--- config.mk ---
export PLATFORM = sky130hd
export DESIGN_NAME = audio_serial_port
export DESIGN_NICKNAME = d
export VERILOG_FILES = /design/src/rtl/asp_pkg.sv /design/src/rtl/asp_edge.sv /design/src/rtl/asp_frame_fsm.sv /design/src/rtl/asp_tx.sv /design/src/rtl/asp_rx.sv /design/src/rtl/audio_serial_port.sv
export SDC_FILE = /design/constraint.sdc
export NUM_CORES = 1
export LEC_CHECK = 0
export ABC_CLOCK_PERIOD_IN_PS = 8150
export BUFFER_PORTS_ARGS = -buffer_cell sky130_fd_sc_hd__buf_2
export CAP_MARGIN = 20
export CORE_ASPECT_RATIO = 0.8
export CORE_UTILIZATION = 52
export CTS_BUF_LIST = sky130_fd_sc_hd__clkbuf_16
export CTS_CLUSTER_DIAMETER = 50
export CTS_CLUSTER_SIZE = 14
export DETAILED_ROUTE_END_ITERATION = 8
export MAX_ROUTING_LAYER = met4
export PLACE_DENSITY = 0.78
export SLEW_MARGIN = 20
export SYNTH_ARGS = -nofsm -noshare
export SYNTH_HDL_FRONTEND = slang
export SYNTH_SLANG_ARGS = --single-unit
--- constraint.sdc ---
create_clock -name clk -period 8.15 [get_ports clk]
set_clock_uncertainty 0.15 [all_clocks]
set_input_delay 1.63 -clock clk [delete_from_list [all_inputs] [get_ports clk]]
set_output_delay 1.63 -clock clk [all_outputs]
set_load 0.005 [all_outputs]
--- src/rtl/asp_pkg.sv ---
package asp_pkg;
    localparam int POS_W = 9;
    localparam int WMAX  = 32;
    localparam int XW    = POS_W + 2;

    typedef enum logic [2:0] {FMT_LJ = 3'd0, FMT_RJ = 3'd1, FMT_I2S = 3'd2,
                              FMT_DSP = 3'd3, FMT_TDM = 3'd4} fmt_e;
    typedef enum logic [1:0] {ST_OFF, ST_HUNT, ST_LEFT, ST_RIGHT} st_e;
    typedef struct packed {
        logic       hit;
        logic [4:0] idx;
    } slot_t;

    function automatic logic [5:0] width_of(input logic [1:0] sel);
        case (sel)
            2'd0:    return 6'd16;
            2'd1:    return 6'd20;
            2'd2:    return 6'd24;
            default: return 6'd32;
        endcase
    endfunction

    // Window start of the current slot and bit index at a frame position
    function automatic slot_t slot_of(input fmt_e f, input st_e s, input logic [POS_W-1:0] pos,
                                      input logic [5:0] w, input logic [7:0] off,
                                      input logic [7:0] hl);
        logic [XW-1:0] st, wx, ox, hx, px;
        slot_t r;
        wx = XW'(w);
        ox = XW'(off);
        hx = XW'(hl);
        px = XW'(pos);
        case (f)
            FMT_LJ:  st = '0;
            FMT_I2S: st = XW'(1);
            FMT_RJ:  st = (hx >= wx) ? hx - wx : '0;
            FMT_DSP: st = ox + XW'(1) + ((s == ST_RIGHT) ? wx : '0);
            FMT_TDM: st = ox + ((s == ST_RIGHT) ? wx : '0);
            default: st = '0;
        endcase
        r.hit = (s == ST_LEFT || s == ST_RIGHT) && (px >= st) && (px < st + wx);
        r.idx = 5'(wx - XW'(1) - (px - st));
        return r;
    endfunction
endpackage

--- src/rtl/asp_edge.sv ---
module asp_edge #(
    parameter int STAGES = 2
) (
    input  logic clk,
    input  logic rst_n,
    input  logic bclk,
    input  logic wclk,
    input  logic sdin,
    output logic rise_ev,
    output logic fall_ev,
    output logic wclk_s,
    output logic sdin_s
);
    localparam int TOP = STAGES - 1;

    logic [TOP:0] sync_b, sync_w, sync_d;
    logic         b_prev;

    generate
        if (STAGES == 1) begin : g_one
            always_ff @(posedge clk or negedge rst_n) begin
                if (!rst_n) begin
                    sync_b <= '0;
                    sync_w <= '0;
                    sync_d <= '0;
                end else begin
                    sync_b <= bclk;
                    sync_w <= wclk;
                    sync_d <= sdin;
                end
            end
        end else begin : g_chain
            always_ff @(posedge clk or negedge rst_n) begin
                if (!rst_n) begin
                    sync_b <= '0;
                    sync_w <= '0;
                    sync_d <= '0;
                end else begin
                    sync_b <= {sync_b[TOP-1:0], bclk};
                    sync_w <= {sync_w[TOP-1:0], wclk};
                    sync_d <= {sync_d[TOP-1:0], sdin};
                end
            end
        end
    endgenerate

    always_ff @(posedge clk or negedge rst_n) begin
        if (!rst_n) b_prev <= 1'b0;
        else        b_prev <= sync_b[TOP];
    end

    assign rise_ev = sync_b[TOP] & ~b_prev;
    assign fall_ev = ~sync_b[TOP] & b_prev;
    assign wclk_s  = sync_w[TOP];
    assign sdin_s  = sync_d[TOP];

    assert_rise_spaced_R6: assert property (@(posedge clk) disable iff (!rst_n)
        rise_ev |=> !rise_ev);
endmodule

--- src/rtl/asp_frame_fsm.sv ---
module asp_frame_fsm
    import asp_pkg::*;
(
    input  logic             clk,
    input  logic             rst_n,
    input  logic             pwr_dn,
    input  logic             fall_ev,
    input  logic             wclk_s,
    input  fmt_e             fmt,
    input  logic [5:0]       w,
    input  logic [7:0]       off,
    output st_e              st_q,
    output st_e              st_nx,
    output logic [POS_W-1:0] pos_q,
    output logic [POS_W-1:0] pos_nx,
    output logic             fstart
);
    logic             wclk_last;
    logic             w_rise, w_fall, fs_edge, op_edge, half_fmt;
    logic [POS_W-1:0] pos_inc;
    logic [XW-1:0]    bound;

    assign w_rise   = wclk_s & ~wclk_last;
    assign w_fall   = ~wclk_s & wclk_last;
    assign fs_edge  = (fmt == FMT_I2S) ? w_fall : w_rise;
    assign op_edge  = (fmt == FMT_I2S) ? w_rise : w_fall;
    assign half_fmt = (fmt == FMT_LJ) || (fmt == FMT_RJ) || (fmt == FMT_I2S);
    assign pos_inc  = (pos_q == '1) ? pos_q : pos_q + POS_W'(1);
    assign bound    = XW'(off) + XW'(w) + ((fmt == FMT_DSP) ? XW'(1) : '0);

    always_comb begin
        st_nx  = st_q;
        pos_nx = pos_q;
        fstart = 1'b0;
        if (pwr_dn) begin
            st_nx = ST_OFF;
        end else if (fall_ev) begin
            unique case (st_q)
                ST_OFF: st_nx = ST_HUNT;
                ST_HUNT: begin
                    if (fs_edge) begin
                        st_nx  = ST_LEFT;
                        pos_nx = '0;
                        fstart = 1'b1;
                    end
                end
                ST_LEFT: begin
                    if (fs_edge) begin
                        pos_nx = '0;
                        fstart = 1'b1;
                    end else if (half_fmt && op_edge) begin
                        st_nx  = ST_RIGHT;
                        pos_nx = '0;
                    end else begin
                        pos_nx = pos_inc;
                        if (!half_fmt && XW'(pos_inc) == bound) st_nx = ST_RIGHT;
                    end
                end
                ST_RIGHT: begin
                    if (fs_edge) begin
                        st_nx  = ST_LEFT;
                        pos_nx = '0;
                        fstart = 1'b1;
                    end else begin
                        pos_nx = pos_inc;
                    end
                end
            endcase
        end
    end

    always_ff @(posedge clk or negedge rst_n) begin
        if (!rst_n) begin
            st_q      <= ST_OFF;
            pos_q     <= '1;
            wclk_last <= 1'b0;
        end else begin
            st_q  <= st_nx;
            pos_q <= pos_nx;
            if (fall_ev) wclk_last <= wclk_s;
        end
    end

    assert_pd_state_R7: assert property (@(posedge clk) disable iff (!rst_n)
        pwr_dn |=> st_q == ST_OFF);
    assert_hunt_no_right_R8: assert property (@(posedge clk) disable iff (!rst_n)
        st_q == ST_HUNT |=> st_q != ST_RIGHT);
endmodule

--- src/rtl/asp_tx.sv ---
module asp_tx
    import asp_pkg::*;
(
    input  logic             clk,
    input  logic             rst_n,
    input  logic             pwr_dn,
    input  logic             fall_ev,
    input  logic             fstart,
    input  st_e              st_nx,
    input  logic [POS_W-1:0] pos_nx,
    input  fmt_e             fmt,
    input  logic [5:0]       w,
    input  logic [7:0]       off,
    input  logic [7:0]       hl,
    input  logic             hiz_idle,
    input  logic [WMAX-1:0]  tx_l,
    input  logic [WMAX-1:0]  tx_r,
    output logic             sd,
    output logic             sd_oe
);
    logic [WMAX-1:0] hold_l, hold_r, word;
    slot_t           sl;

    assign sl   = slot_of(fmt, st_nx, pos_nx, w, off, hl);
    assign word = fstart ? tx_l : ((st_nx == ST_RIGHT) ? hold_r : hold_l);

    always_ff @(posedge clk or negedge rst_n) begin
        if (!rst_n) begin
            hold_l <= '0;
            hold_r <= '0;
            sd     <= 1'b0;
            sd_oe  <= 1'b0;
        end else if (pwr_dn) begin
            sd    <= 1'b0;
            sd_oe <= 1'b0;
        end else if (fall_ev) begin
            if (fstart) begin
                hold_l <= tx_l;
                hold_r <= tx_r;
            end
            if (sl.hit) begin
                sd    <= word[sl.idx];
                sd_oe <= 1'b1;
            end else begin
                sd    <= 1'b0;
                sd_oe <= ~hiz_idle;
            end
        end
    end

    assert_pd_release_R7: assert property (@(posedge clk) disable iff (!rst_n)
        pwr_dn |=> !sd_oe);
    assert_hunt_quiet_R8: assert property (@(posedge clk) disable iff (!rst_n)
        (fall_ev && !pwr_dn && st_nx == ST_HUNT) |=> !sd);
endmodule

--- src/rtl/asp_rx.sv ---
module asp_rx
    import asp_pkg::*;
(
    input  logic             clk,
    input  logic             rst_n,
    input  logic             rise_ev,
    input  logic             sdin_s,
    input  st_e              st_q,
    input  logic [POS_W-1:0] pos_q,
    input  fmt_e             fmt,
    input  logic [5:0]       w,
    input  logic [7:0]       off,
    input  logic [7:0]       hl,
    output logic [WMAX-1:0]  rx_l,
    output logic [WMAX-1:0]  rx_r,
    output logic             rx_v
);
    logic [WMAX-1:0] sh_l, sh_r, cur, nxt;
    slot_t           sl;
    logic            first;

    assign sl    = slot_of(fmt, st_q, pos_q, w, off, hl);
    assign first = (sl.idx == 5'(w - 6'd1));
    assign cur   = (st_q == ST_RIGHT) ? sh_r : sh_l;
    assign nxt   = first ? {{(WMAX-1){1'b0}}, sdin_s} : {cur[WMAX-2:0], sdin_s};

    always_ff @(posedge clk or negedge rst_n) begin
        if (!rst_n) begin
            sh_l <= '0;
            sh_r <= '0;
            rx_l <= '0;
            rx_r <= '0;
            rx_v <= 1'b0;
        end else begin
            rx_v <= 1'b0;
            if (rise_ev && sl.hit) begin
                if (st_q == ST_RIGHT) begin
                    sh_r <= nxt;
                    if (sl.idx == 5'd0) begin
                        rx_l <= sh_l;
                        rx_r <= nxt;
                        rx_v <= 1'b1;
                    end
                end else begin
                    sh_l <= nxt;
                end
            end
        end
    end

    assert_single_strobe_R6: assert property (@(posedge clk) disable iff (!rst_n)
        rx_v |=> !rx_v);
    assert_valid_after_right_R6: assert property (@(posedge clk) disable iff (!rst_n)
        rx_v |-> $past(st_q) == ST_RIGHT);
endmodule

--- src/rtl/audio_serial_port.sv ---
module audio_serial_port
    import asp_pkg::*;
(
    input  logic        clk,
    input  logic        rst_n,
    input  logic        pwr_dn,
    input  logic [2:0]  fmt,
    input  logic [1:0]  width_sel,
    input  logic [7:0]  start_off,
    input  logic [7:0]  half_len,
    input  logic        hiz_idle,
    input  logic        bclk,
    input  logic        wclk,
    input  logic        sdin,
    output logic        sdout,
    output logic        sdout_oe,
    input  logic [31:0] tx_left,
    input  logic [31:0] tx_right,
    output logic [31:0] rx_left,
    output logic [31:0] rx_right,
    output logic        rx_valid
);
    fmt_e             f;
    logic [5:0]       w;
    logic             rise_ev, fall_ev, wclk_s, sdin_s, fstart;
    st_e              st_q, st_nx;
    logic [POS_W-1:0] pos_q, pos_nx;

    assign f = fmt_e'(fmt);
    assign w = width_of(width_sel);

    asp_edge #(.STAGES(2)) u_edge (
        .clk(clk), .rst_n(rst_n), .bclk(bclk), .wclk(wclk), .sdin(sdin),
        .rise_ev(rise_ev), .fall_ev(fall_ev), .wclk_s(wclk_s), .sdin_s(sdin_s));

    asp_frame_fsm u_fsm (
        .clk(clk), .rst_n(rst_n), .pwr_dn(pwr_dn), .fall_ev(fall_ev), .wclk_s(wclk_s),
        .fmt(f), .w(w), .off(start_off), .st_q(st_q), .st_nx(st_nx),
        .pos_q(pos_q), .pos_nx(pos_nx), .fstart(fstart));

    asp_tx u_tx (
        .clk(clk), .rst_n(rst_n), .pwr_dn(pwr_dn), .fall_ev(fall_ev), .fstart(fstart),
        .st_nx(st_nx), .pos_nx(pos_nx), .fmt(f), .w(w), .off(start_off), .hl(half_len),
        .hiz_idle(hiz_idle), .tx_l(tx_left), .tx_r(tx_right), .sd(sdout), .sd_oe(sdout_oe));

    asp_rx u_rx (
        .clk(clk), .rst_n(rst_n), .rise_ev(rise_ev), .sdin_s(sdin_s), .st_q(st_q),
        .pos_q(pos_q), .fmt(f), .w(w), .off(start_off), .hl(half_len),
        .rx_l(rx_left), .rx_r(rx_right), .rx_v(rx_valid));
endmodule

==> run metrics <==
Most Frequent Cell on Critical Path=ha_1; CP bufs+invs=3; Max stage delay cell, worst path=a2111oi_4; worst setup margin=about 0.46 ns; area leader, netlist=dfrtp_1; final wirelength=roughly 35,000 um; CP max FO=9; crit path capture type=register; largest net degree at the start of global routing=around 130; num rows=52; Core ar.=25,440 um^2; area of the die=approximately 27,000 um^2; Critical Path RT=between 8 and 9 ns; Max clock buf depth=3; Port-buffer cells=around 160; IO Count=159; top cells by area, synth=dfrtp_1 38%, nand2_1 8.4%, ha_1 7.1%; Peak VDD IR=between 150 and 200 uV; antenna violations before repair=1; crit path time final=7.687 ns; DRC viols=0; EDFF count, synth=0; Fillers=about 2.2k; H-Tree Depth=1; Starting Density=between 50% and 60%; CTS Buf Count=23; P_leak=just over 8 nW; GRT Util Overall=between 20 and 30%; Routed Antenna Nets=0; chip width=between 150 and 200 um; synthesized flop and latch total=~210; count of maximum capacitance violations=0; router iterations before antenna repair=5; Wirelength per Cell=17.45 um; Crit Path Class=in2reg; max-slew violations=0; dominant synthesized flop cell=dfrtp_1; hold buffer count at CTS=0; outcome=complete, no violations; final-report hold violation count=0; # clock sinks=approximately 210; # setup viols final=0; Clk Latency, worst-skew pair=between 0.5 and 0.6 ns; first-pass GRT wire length=around 58,000 um; syn nets=1,691; Worst Max-Slew Pin Slew=1.202 ns; Pwr Total=~2.9 mW; Top Family by Delay on Critical Path=compound AO/OA/AOI/OAI gates; Mean Syn Cell Area=8.929 um^2; Worst setup SP type=input port; Die Y=~150 um; fin nets=1,831; Syn. warnings=0; ys async rst share=100.0%; Final Wtd Congestion=about 0.95; 1st-iter DRT viols=approximately 890; Worst-path clk slew=0.06 ns; share of post-route cells with drive strength above 1=19.72%; f_max=about 0.13 GHz; gr ovfl total=0; Crit path largest cell delay=0.44 ns; DR vias/cell=roughly 5.6; power density over cell area=between 150 and 200 nW/um^2; Via Count=11.39k; cell area after synthesis=roughly 14,000 um^2; setup TNS=0 ns; Synth top area share=37.76%; TritonCTS clock tree=done; Post-Synthesis Cells=1,514; Critical Path AT=approximately 8 ns; detailed placement HPWL=~25,000 um; relative slew slack=about a fifth; register area share after synthesis=roughly two fifths; count of cell types in the netlist=82; class of the worst hold path=reg2reg; post-place setup slack=-0.02616 ns; vias in the first global route=roughly 11k; clock root cell=clkbuf_16; fin crit share=between 90 and 100%; Layout area overhead=14.52%
-- layout by cell type (no fill, tap or decap), types with 8 or more instances in the layout --
| master | count |
|---|---|
| o21a_1 | 13 |
| xor2_1 | 23 |
| buf_4 | 36 |
| a21o_1 | 18 |
| nand2b_1 | 15 |
| dfstp_2 | 9 |
| nor3_1 | 21 |
| nand2_1 | 302 |
| ha_1 | 76 |
| inv_1 | 117 |
| buf_2 | 157 |
| nor2_1 | 46 |
| a21oi_1 | 81 |
| nor2b_1 | 19 |
| mux2i_1 | 43 |
| and2_1 | 8 |
| nand3_1 | 81 |
| o211ai_1 | 9 |
| mux2_1 | 13 |
| mux2_2 | 63 |
| fa_1 | 8 |
| xnor2_1 | 39 |
| dfrtp_1 | 204 |
| a31oi_1 | 9 |
| clkbuf_16 | 23 |
| o21ai_0 | 92 |
-- registers in the layout, summed over array words and instances (netlist names), 2 cells and up --
signal         flops
u_fsm.pos_q        9
u_tx.hold_l       32
u_rx.sh_l         32
u_edge.sync_b      2
u_edge.sync_w      2
u_rx.rx_l         32
u_fsm.st_q         2
u_rx.rx_r         32
u_edge.sync_d      2
u_tx.hold_r       32
u_rx.sh_r         31
-- stage by stage --
stage / instance area [um^2] / hold slack (ns) / utilization [%] / cells
after floorplan: 13520 / 0.1812 / - / 1514
after global placement: 14700 / 0.1827 / 57.78 / 1978
after detailed placement: 14700 / 0.1865 / 57.78 / 1978
after CTS: 15420 / 0.1995 / 60.63 / 2017
after global routing: 15480 / 0.2133 / 60.86 / 2020
final: 15480 / 0.1969 / 60.86 / 2020
-- area by class of cell --
| class | count | area (um^2) | area share, % |
|---|---|---|---|
| antenna | 1 | 2.502 | 0.01616 |
| clock buffer | 23 | 575.6 | 3.717 |
| clock inverter | 16 | 151.4 | 0.9779 |
| inverter | 112 | 420.4 | 2.715 |
| multi-input combinational | 1106 | 7402 | 47.81 |
| sequential | 213 | 5341 | 34.50 |
| tap | 351 | 439.2 | 2.837 |
| timing repair buffer | 198 | 1150 | 7.427 |
-- kinds of logic after synthesis --
family / count (synthesis) / share of synthesized area (%)
flip-flops: 213 / 39.51
AND/OR/NAND/NOR: 535 / 17.72
AO/OA/AOI/OAI: 302 / 14.50
buffers and inverters: 195 / 6.016
adder cells (fa/ha/maj): 85 / 8.311
XOR/XNOR: 65 / 4.424
multiplexers: 119 / 9.514
-- path summary, 6_finish.rpt --
check / startpoint / endpoint / slack (ns) / cells after the start
min: u_edge.sync_d[0] / u_edge.sync_d[1] / 0.20 / 0
max reg2reg: u_fsm.pos_q[0] / u_tx.sd_oe / 1.47 / 29
min reg2reg: u_edge.sync_d[0] / u_edge.sync_d[1] / 0.20 / 0
max: width_sel[0] / u_tx.sd_oe / 0.46 / 33
min in group asynchronous: rst_n / u_rx.sh_l[25] / 0.84 / 1
max in group asynchronous: rst_n / u_rx.rx_l[7] / 5.98 / 2
-- power breakdown --
group	total (mW)	switching [mW]	internal (mW)	leakage, nW
combinational	0.679	0.406	0.274	5.16
sequential	1.17	0.0478	1.13	2.58
clock	1.02	0.434	0.584	0.375
-- metal layers --
layer  vias up  part of all wire [%]  track usage, %
li1       5478                     -               -
met1      5454                    46           39.29
met2       407                    45           41.80
met3        52                   6.9           4.315
met4         0                   2.1           6.639
met5         -                     0               -
-- synthesized netlist by cell type, types with 4 or more instances --
cell / instances
nor2_1: 47
dfrtp_1: 204
and2_1: 10
a211oi_1: 5
a221oi_1: 6
a21oi_1: 81
nor2b_1: 19
xnor2_1: 40
buf_2: 8
a21o_1: 18
a22oi_1: 5
a31oi_1: 10
mux2_2: 63
o31ai_1: 7
o21bai_1: 5
xor2_1: 23
clkbuf_1: 58
o211ai_1: 9
inv_1: 112
dfstp_2: 9
a32oi_1: 4
fa_1: 8
o221ai_1: 6
nand3_1: 81
nor3_1: 21
o21ai_0: 92
nand2b_1: 16
nor4_1: 5
ha_1: 77
buf_6: 8
mux2i_1: 43
mux2_1: 13
o22ai_1: 5
buf_1: 6
o21a_1: 13
and3_1: 7
nand2_1: 302
-- repair_timing --
item | in CTS | in global routing
setup buffers | 0 | 1
gates resized for setup | 0 | 3
endpoints found under the setup margin | 0 | 2
(Power assumes the default switching activity.)
